`src/rtl/shiftmul_pkg.sv`:
```
package shiftmul_pkg;

  // Where an operand register takes its next value from
  typedef enum logic {
    SRC_PARALLEL = 1'b0,
    SRC_CASCADE  = 1'b1
  } opsrc_e;

endpackage

```
`src/rtl/shiftmul_operand.sv`:
```
module shiftmul_operand
  import shiftmul_pkg::*;
#(
  parameter int W   = 18,
  parameter bit REG = 1'b1
) (
  input  logic         clk,
  input  logic         rst,
  input  logic         ce,
  input  opsrc_e       src,
  input  logic [W-1:0] par_d,
  input  logic [W-1:0] casc_d,
  input  logic         sign_d,
  output logic [W-1:0] val,
  output logic         sign_q,
  output logic [W-1:0] casc_q
);

  logic [W-1:0] next_val;

  assign next_val = (src == SRC_CASCADE) ? casc_d : par_d;

  generate
    if (REG) begin : g_reg
      logic [W-1:0] val_r;
      logic         sign_r;
      always_ff @(posedge clk) begin
        if (rst) begin
          val_r  <= '0;
          sign_r <= 1'b0;
        end else if (ce) begin
          val_r  <= next_val;
          sign_r <= sign_d;
        end
      end
      assign val    = val_r;
      assign sign_q = sign_r;
    end else begin : g_comb
      assign val    = next_val;
      assign sign_q = sign_d;
    end
  endgenerate

  // The cascade output mirrors whatever feeds the multiplier
  assign casc_q = val;

endmodule

```
`src/rtl/shiftmul_core.sv`:
```
module shiftmul_core #(
  parameter int W = 18,
  localparam int PW = 2 * W
) (
  input  logic [W-1:0]  a,
  input  logic [W-1:0]  b,
  input  logic          a_sgn,
  input  logic          b_sgn,
  output logic [PW-1:0] p
);

  logic signed [W:0]    a_ext;
  logic signed [W:0]    b_ext;
  logic signed [PW+1:0] full;

  // One extra bit per operand turns a mixed signed/unsigned multiply
  // into a single signed one
  assign a_ext = $signed({a_sgn & a[W-1], a});
  assign b_ext = $signed({b_sgn & b[W-1], b});
  assign full  = a_ext * b_ext;
  assign p     = full[PW-1:0];

endmodule

```
`src/rtl/shiftmul_result.sv`:
```
module shiftmul_result #(
  parameter int PW  = 36,
  parameter bit REG = 1'b1
) (
  input  logic          clk,
  input  logic          rst,
  input  logic          ce,
  input  logic [PW-1:0] d,
  output logic [PW-1:0] q
);

  generate
    if (REG) begin : g_reg
      logic [PW-1:0] q_r;
      always_ff @(posedge clk) begin
        if (rst)     q_r <= '0;
        else if (ce) q_r <= d;
      end
      assign q = q_r;
    end else begin : g_comb
      assign q = d;
    end
  endgenerate

endmodule

```
`src/rtl/shiftmul_cell.sv`:
```
module shiftmul_cell
  import shiftmul_pkg::*;
#(
  parameter int W       = 18,
  parameter bit IN_REG  = 1'b1,
  parameter bit OUT_REG = 1'b1,
  localparam int PW = 2 * W
) (
  input  logic          clk,
  input  logic          rst,
  input  logic          ce,
  input  logic [W-1:0]  a_par,
  input  logic [W-1:0]  a_shin,
  input  logic          a_src,
  input  logic          a_signed,
  input  logic [W-1:0]  b_par,
  input  logic [W-1:0]  b_shin,
  input  logic          b_src,
  input  logic          b_signed,
  output logic [W-1:0]  a_shout,
  output logic [W-1:0]  b_shout,
  output logic [PW-1:0] product
);

  logic [W-1:0]  a_val;
  logic [W-1:0]  b_val;
  logic          sa_q;
  logic          sb_q;
  logic [PW-1:0] raw_p;

  shiftmul_operand #(.W(W), .REG(IN_REG)) u_opa (
    .clk    (clk),
    .rst    (rst),
    .ce     (ce),
    .src    (opsrc_e'(a_src)),
    .par_d  (a_par),
    .casc_d (a_shin),
    .sign_d (a_signed),
    .val    (a_val),
    .sign_q (sa_q),
    .casc_q (a_shout)
  );

  shiftmul_operand #(.W(W), .REG(IN_REG)) u_opb (
    .clk    (clk),
    .rst    (rst),
    .ce     (ce),
    .src    (opsrc_e'(b_src)),
    .par_d  (b_par),
    .casc_d (b_shin),
    .sign_d (b_signed),
    .val    (b_val),
    .sign_q (sb_q),
    .casc_q (b_shout)
  );

  shiftmul_core #(.W(W)) u_core (
    .a     (a_val),
    .b     (b_val),
    .a_sgn (sa_q),
    .b_sgn (sb_q),
    .p     (raw_p)
  );

  shiftmul_result #(.PW(PW), .REG(OUT_REG)) u_res (
    .clk (clk),
    .rst (rst),
    .ce  (ce),
    .d   (raw_p),
    .q   (product)
  );

endmodule

```
`config.mk`:
```
export PLATFORM = sky130hd
export DESIGN_NAME = shiftmul_cell
export DESIGN_NICKNAME = d
export VERILOG_FILES = /design/src/rtl/shiftmul_pkg.sv /design/src/rtl/shiftmul_operand.sv /design/src/rtl/shiftmul_core.sv /design/src/rtl/shiftmul_result.sv /design/src/rtl/shiftmul_cell.sv
export SDC_FILE = /design/constraint.sdc
export NUM_CORES = 1
export LEC_CHECK = 0
export BUFFER_PORTS_ARGS = -buffer_cell sky130_fd_sc_hd__buf_4
export CELL_PAD_IN_SITES_DETAIL_PLACEMENT = 0
export CELL_PAD_IN_SITES_GLOBAL_PLACEMENT = 1
export CORE_ASPECT_RATIO = 1.5
export CORE_MARGIN = 2
export CORE_UTILIZATION = 45
export CTS_BUF_LIST = sky130_fd_sc_hd__clkbuf_2
export CTS_CLUSTER_DIAMETER = 80
export DETAILED_ROUTE_END_ITERATION = 6
export PLACE_DENSITY_LB_ADDON = 0.3
export SLEW_MARGIN = 20
export SYNTH_ARGS = -nofsm -noshare
export SYNTH_HDL_FRONTEND = slang
export SYNTH_HIERARCHICAL = 1
export SYNTH_SLANG_ARGS = --single-unit
```
`constraint.sdc`:
```
create_clock -name clk -period 20.3 [get_ports clk]
set_input_delay 4.06 -clock clk [delete_from_list [all_inputs] [get_ports clk]]
set_output_delay 4.06 -clock clk [all_outputs]
set_load 0.05 [all_outputs]
```
==> flow_metrics.env, run 1 <==
export IMPL_status="finished, final reports clean"
export IMPL_place_congestion=0.964
export IMPL_crit_fanout=21
export IMPL_dr_pass1_iters=5
export IMPL_hold_class="flip-flop to flip-flop"
export IMPL_cts_sinks=74
export IMPL_min_from="u_opa/casc_q[2]$_SDFFE_PP0P_"
export IMPL_syn_nets=2325
export IMPL_areaGrowthSynthToFinish_pct=8.51
export IMPL_avgViaCountPerCell=5.13
export IMPL_relSlewSlack_pct=35.6
export IMPL_dieArea_um2=38000
export IMPL_worstSkewPairLatency_ps=620
export IMPL_critPathArrivalTime_ps=7800
export IMPL_synthAdderAreaFrac_pct=51.5
export IMPL_ant_nets=0
export IMPL_setup_tns_ps=0
export IMPL_synth_mux_area_fraction_pct=4.51
export IMPL_cts_root_buffer="clkbuf_2"
export IMPL_die_x_um=160
export IMPL_drtIter0Drc=485
export IMPL_synthTopCellsByCount="390 x inv_1, 355 x fa_1, 211 x nand2_1"
export IMPL_postCtsSetupBuffers=0
export IMPL_hpwl_mm=37.0
export IMPL_synth_top_family_by_area="adder cells"
export IMPL_synth_cell_types=53
export IMPL_synth_top_cell_area_share_pct=43.3
export IMPL_ys_warn_count=6
export IMPL_synth_area_um2=16400
export IMPL_avgSynthCellArea_um2=9.20
export IMPL_io_pins=151
export IMPL_worst_r2r_cell_count=23
export IMPL_nNetsFinal=2393
export IMPL_cts_tree="built"
export IMPL_io_buffers=150
export IMPL_layout_drive_gt1_share_pct=11.4
export IMPL_grtUsageTotal_pct=25.6
export IMPL_ys_seq_area_share_pct=9.03
export IMPL_placementRows=85
export IMPL_finalMaxSlewViolations=0
export IMPL_initial_core_util_pct=45.7
export IMPL_critical_path_class="flip-flop to flip-flop"
export IMPL_report_final_hold_viol_count=0
export IMPL_wl_per_cell_um=20.1
export IMPL_max_freq_mhz=138
export IMPL_finalCritPeriodShare_pct=35.8
export IMPL_end_kind="flip-flop"
export IMPL_ys_seq_elements=74
export IMPL_fin_crit_ps=7260
export IMPL_grt_pass1_vias=13544
export IMPL_die_h_um=238
export IMPL_route_detailed_drc=0
export IMPL_endpoint="u_res/q[34]$_SDFFE_PP0P_"
export IMPL_tritoncts_num_buffers=9
export IMPL_cts_resized_gates=0
export IMPL_core_area_um2=35900
export IMPL_rrSetupSlack_ps=13040
export IMPL_worst_pin_slew_ps=965
export IMPL_overflow=0
export IMPL_grt_pass1_wl_mm=73.7
export IMPL_startpoint="u_opb/casc_q[4]$_SDFFE_PP0P_"
export IMPL_htreeDepth=3
export IMPL_synth_edff_count=0
export IMPL_r2r_start="u_opb/casc_q[4]$_SDFFE_PP0P_"
export IMPL_rsz0062_at_grt="no"
export IMPL_synth_compound_area_share_pct=5.44
export IMPL_synthTopCellsByArea="fa_1 43%, dfxtp_1 9.0%, inv_1 8.9%"
export IMPL_static_leakage_power_nw=9.41
export IMPL_p_per_area_nw_per_um2=61.4
export IMPL_ir_worst_vdd_uv=40.7
export IMPL_drv_cap=0
export IMPL_synthSimpleGateAreaFrac_pct=13.8
export IMPL_grt_max_degree=79
export IMPL_start_kind="flip-flop"
export IMPL_yosysMostFrequentCell="inv_1"
export IMPL_antenna_found_initial=1
export IMPL_cts_buffer_depth=2
export IMPL_r2r_end="u_res/q[34]$_SDFFE_PP0P_"
export IMPL_routed_via_count=11982
export IMPL_hold_slack_ps=523
export IMPL_async_flop_share_pct=0
export IMPL_clkTransAtPathRegs_ps=270
export IMPL_setup_viol=0
export IMPL_wirelength_mm=46.9
export IMPL_synth_top_area_cell="fa_1"
export IMPL_fin_worst_skew_ps=72.4
export IMPL_num_fill_cells=3578
export IMPL_required_ps=20840
export IMPL_cts_hold_buffers=0
export IMPL_synth_xor_xnor_area_share_pct=2.29
export IMPL_synthFlopType="dfxtp_1"
export IMPL_netlist_instances=1783
[worst min path at each step]
stage          cells past startpoint                           end  slack (ps)
6_report                           2  u_opa/casc_q[2]$_SDFFE_PP0P_         520
4_1_cts                            2  u_opa/casc_q[2]$_SDFFE_PP0P_         530
5_1_grt                            2      u_res/q[19]$_SDFFE_PP0P_         550
2_1_floorplan                      2     u_opb/sign_q$_SDFFE_PP0P_         480
3_5_place_dp                       2      u_res/q[24]$_SDFFE_PP0P_         490
3_3_place_gp                       2       u_res/q[0]$_SDFFE_PP0P_         470
[flip-flops by register name, indices dropped and copies added (netlist names)]
signal / cells
u_opb/casc_q: 18
u_opb/sign_q: 1
u_opa/casc_q: 18
u_opa/sign_q: 1
u_res/q: 36
[area by class of cell]
cell class / instances / area [µm²] / share of cell area [%]
multi-input cells: 1192 / 12700 / 71.5
flip-flops and latches: 74 / 1480 / 8.32
inverters: 390 / 1460 / 8.22
repair buffers: 184 / 1380 / 7.76
well taps: 478 / 598 / 3.36
clock inverters: 7 / 100 / 0.562
clock buffers: 9 / 45.0 / 0.253
diodes: 1 / 2.50 / 0.0141
[metrics by stage]
step	std cells	cell area, µm²	setup WS, ps	util, %	total power [W]
after floorplan	1783	16400	13260	-	0.000742
after global placement	2318	17700	13120	49.1	0.000979
after detailed placement	2318	17700	13090	49.1	0.000989
after CTS	2334	17800	13020	49.5	0.00111
after global routing	2335	17800	12640	49.5	0.00118
final	2335	17800	13040	49.5	0.00109
[cells in the final DEF (no fill, tap or decap), types with 2 or more instances in the layout]
cell type  Yosys  layout
dfxtp_1       74      74
or2_1          2       2
fa_1         355     355
clkinv_4       0       2
a21oi_1       26      26
bufinv_16      0       2
ha_1         108     108
xor2_1        10      10
o21ai_0        8       8
a21o_1        14      14
and2_1       145     145
xnor2_1       33      33
nand2_1      211     211
o21a_1         3       3
o211ai_1       2       2
buf_4         36     184
and3_1         9       9
nand3_1        8       8
o21ai_1        7       7
nor4_1         2       2
nor2b_1        3       3
a211oi_1      41      41
inv_6          0       2
o21bai_1       5       5
a31oi_1        5       5
nor2_1        93      93
inv_1        390     390
mux2i_1       74      74
clkbuf_2       2       9
nor3_1         2       2
or2_2          6       6
[where the power goes]
group	switching (W)	total (W)	internal (W)
logic	0.000495	0.000796	0.000301
clock network	0.0000686	0.000111	0.0000420
registers	0.0000185	0.000188	0.000169
total	0.000582	0.00109	0.000512
[metal layers]
layer  share of wire [%]  up-vias  routed length [µm]  global-route usage [%]
li1                    -     5399                   -                       -
met1                  35     6109               16200                    26.9
met2                  55      345               26000                    49.0
met3                 3.7      129                1720                    3.02
met4                 6.4        0                3000                    14.1
met5                   0        -                   0                       0
[critical path: stages, from the launching register on]
cell and delay, ps:
dfxtp_1 960, nand2_1 180, fa_1 560, inv_1 50, fa_1 520, inv_1 50, fa_1 500, inv_1 60
fa_1 560, fa_1 440, fa_1 600, inv_1 80, fa_1 510, inv_1 40, ha_1 310, o21ai_0 240
a21oi_1 130, a221oi_2 310, o41ai_4 180, o311a_1 370, a31oi_1 220, xnor2_1 140, mux2i_1 90, nor2_1 110
[kinds of logic (layout without fill, tap and decap cells)]
logic type,after synthesis,count (layout)
multiplexers,74,74
AO/OA/AOI/OAI,127,127
flip-flops,74,74
AND/OR/NAND/NOR,485,485
XOR/XNOR,43,43
adder cells (fa/ha/maj),463,463
buffers and inverters,517,590
other,0,1
Note: power is estimated with default switching activity, not from simulation.
==> inputs of run 2 (changes only) <==
clock period = 7.3 ns   (was 20.3 ns; I/O delays follow)
==> run 2 against run 1 <==
Compared with the run above:
- sequential cell count unchanged
- critical endpoint unchanged
- clock-buffer cell count unchanged
- clock power increased to 2.7 times the previous value
- non-clock buffer count increased by 16
- total power increased to 2.7 times the previous value
- core utilization increased by 0.33 points
- clock skew decreased by 6.4 ps
- the run now ends with DRC left
==> flow_metrics.env, run 2 (synthesis gave the netlist of run 1 again) <==
export IMPL_report_final_hold_viol_count=0
export IMPL_wl_per_cell_um=20.0
export IMPL_placementRows=85
export IMPL_initial_core_util_pct=45.7
export IMPL_fin_worst_skew_ps=66.0
export IMPL_route_detailed_drc=1
export IMPL_cts_sinks=74
export IMPL_finalCritPeriodShare_pct=95.2
export IMPL_rsz0062_at_grt="no"
export IMPL_routed_via_count=12188
export IMPL_max_freq_mhz=144
export IMPL_place_congestion=0.984
export IMPL_drtIter0Drc=651
export IMPL_htreeDepth=3
export IMPL_fin_crit_ps=6950
export IMPL_required_ps=7880
export IMPL_critPathArrivalTime_ps=7530
export IMPL_final_common_cell="inv_1"
export IMPL_cpPeakStageDelay_ps=730
export IMPL_io_pins=151
export IMPL_r2r_start="u_opa/casc_q[17]$_SDFFE_PP0P_"
export IMPL_design_area_um2=17900
export IMPL_tritoncts_num_buffers=9
export IMPL_worst_pin_slew_ps=828
export IMPL_worst_slack_ps=350
export IMPL_post_place_ws_ps=227
export IMPL_cts_hold_buffers=0
export IMPL_cts_tree="built"
export IMPL_cts_buffer_depth=2
export IMPL_die_h_um=238
export IMPL_rrSetupSlack_ps=350
export IMPL_dr_pass1_iters=7
export IMPL_final_core_util_pct=49.9
export IMPL_grt_pass1_vias=13400
export IMPL_cts_root_buffer="clkbuf_2"
export IMPL_static_leakage_power_nw=9.48
export IMPL_overflow=0
export IMPL_avgViaCountPerCell=5.18
export IMPL_final_cell_mix="390 x inv_1, 355 x fa_1, 211 x nand2_1"
export IMPL_drv_cap=0
export IMPL_setup_viol=0
export IMPL_num_fill_cells=3558
export IMPL_start_kind="flip-flop"
export IMPL_hpwl_mm=39.8
export IMPL_path_cells="and2_1, nand2_1, fa_1, fa_1, fa_1, fa_1, inv_1, fa_1, fa_1, ha_1, ha_1, a21o_1, a21o_1, a21oi_1, o21ai_0, a31o_2, a31oi_1, xnor2_1, mux2i_1, nor2_1"
export IMPL_violations="DRC"
export IMPL_min_from="u_res/q[3]$_SDFFE_PP0P_"
export IMPL_ir_worst_vdd_uv=116
export IMPL_critical_path_class="flip-flop to flip-flop"
export IMPL_finalMaxSlewViolations=0
export IMPL_dpl_cell_area_um2=17800
export IMPL_grt_max_degree=76
export IMPL_crit_fanout=7
export IMPL_areaGrowthSynthToFinish_pct=9.24
export IMPL_critical_path_top_delay_family="adder cells"
export IMPL_core_area_um2=35900
export IMPL_grt_pass1_wl_mm=73.7
export IMPL_hold_slack_ps=533
export IMPL_worstSkewPairLatency_ps=620
export IMPL_dieArea_um2=38000
export IMPL_grtUsageTotal_pct=25.6
export IMPL_wirelength_mm=47.1
export IMPL_end_kind="flip-flop"
export IMPL_startpoint="u_opa/casc_q[17]$_SDFFE_PP0P_"
export IMPL_largest_reg_flops=36
export IMPL_die_x_um=160
export IMPL_antenna_found_initial=1
export IMPL_layout_drive_gt1_share_pct=12.1
export IMPL_critPathBufInv=1
export IMPL_status="complete, but fails checks"
export IMPL_crit_top_cell="fa_1"
export IMPL_slowest_stage="fa_1"
export IMPL_setup_tns_ps=0
export IMPL_nNetsFinal=2409
export IMPL_clkTransAtPathRegs_ps=270
export IMPL_relSlewSlack_pct=44.8
export IMPL_hold_class="flip-flop to flip-flop"
export IMPL_io_buffers=150
export IMPL_ant_nets=0
export IMPL_p_per_area_nw_per_um2=167
run 2: cell types whose count changed in the layout (fill, tap and decap cells not counted):
cell and delta:
clkinv_2 -1, dfxtp_1 -1, dfxtp_2 +1, clkinv_1 +1, buf_4 +16
run 2: power by group:
part           switching [W]  internal, W
Sequential         0.0000674     0.000471
Combinational        0.00132     0.000832
Clock               0.000184     0.000116
Total                0.00157      0.00142
run 2: worst paths after layout:
kind	to	cells after the start
worst max register to register	u_res/q[34]$_SDFFE_PP0P_	20
worst max-delay path	u_res/q[34]$_SDFFE_PP0P_	20
worst min register to register	u_res/q[3]$_SDFFE_PP0P_	2
worst min-delay path	u_res/q[3]$_SDFFE_PP0P_	2
run 2: final cells by class:
class	instances	area, µm²	share of cell area, %
multi-input cells	1192	12700	71.0
well taps	478	598	3.34
clock buffers	9	45.0	0.251
clock inverters	7	98.8	0.551
diodes	1	2.50	0.0140
flip-flops and latches	74	1480	8.27
repair buffers	200	1500	8.38
inverters	390	1460	8.17
run 2: what timing repair did:
item                       CTS  global route
resized for setup            0             1
setup endpoints to repair    0             4
buffers inserted             0             0
run 2: stage by stage:
step	total power, W	instances
finish	0.00299	2351
global route	0.00325	2351
CTS	0.00302	2350
detailed placement	0.00271	2334
global placement	0.00269	2334
floorplan	0.00206	1783
run 2: per-layer routing:
layer / global-route usage, % / wire length, µm
met3: 3.04 / 2240
met1: 27.2 / 16000
met4: 15.8 / 3460
met5: 0 / 0
met2: 48.0 / 25400
run 2: tightest hold or removal path, cell delays in order, from the launching register on:
cell and delay (ps):
dfxtp_1 390, mux2i_1 60, nor2_1 70
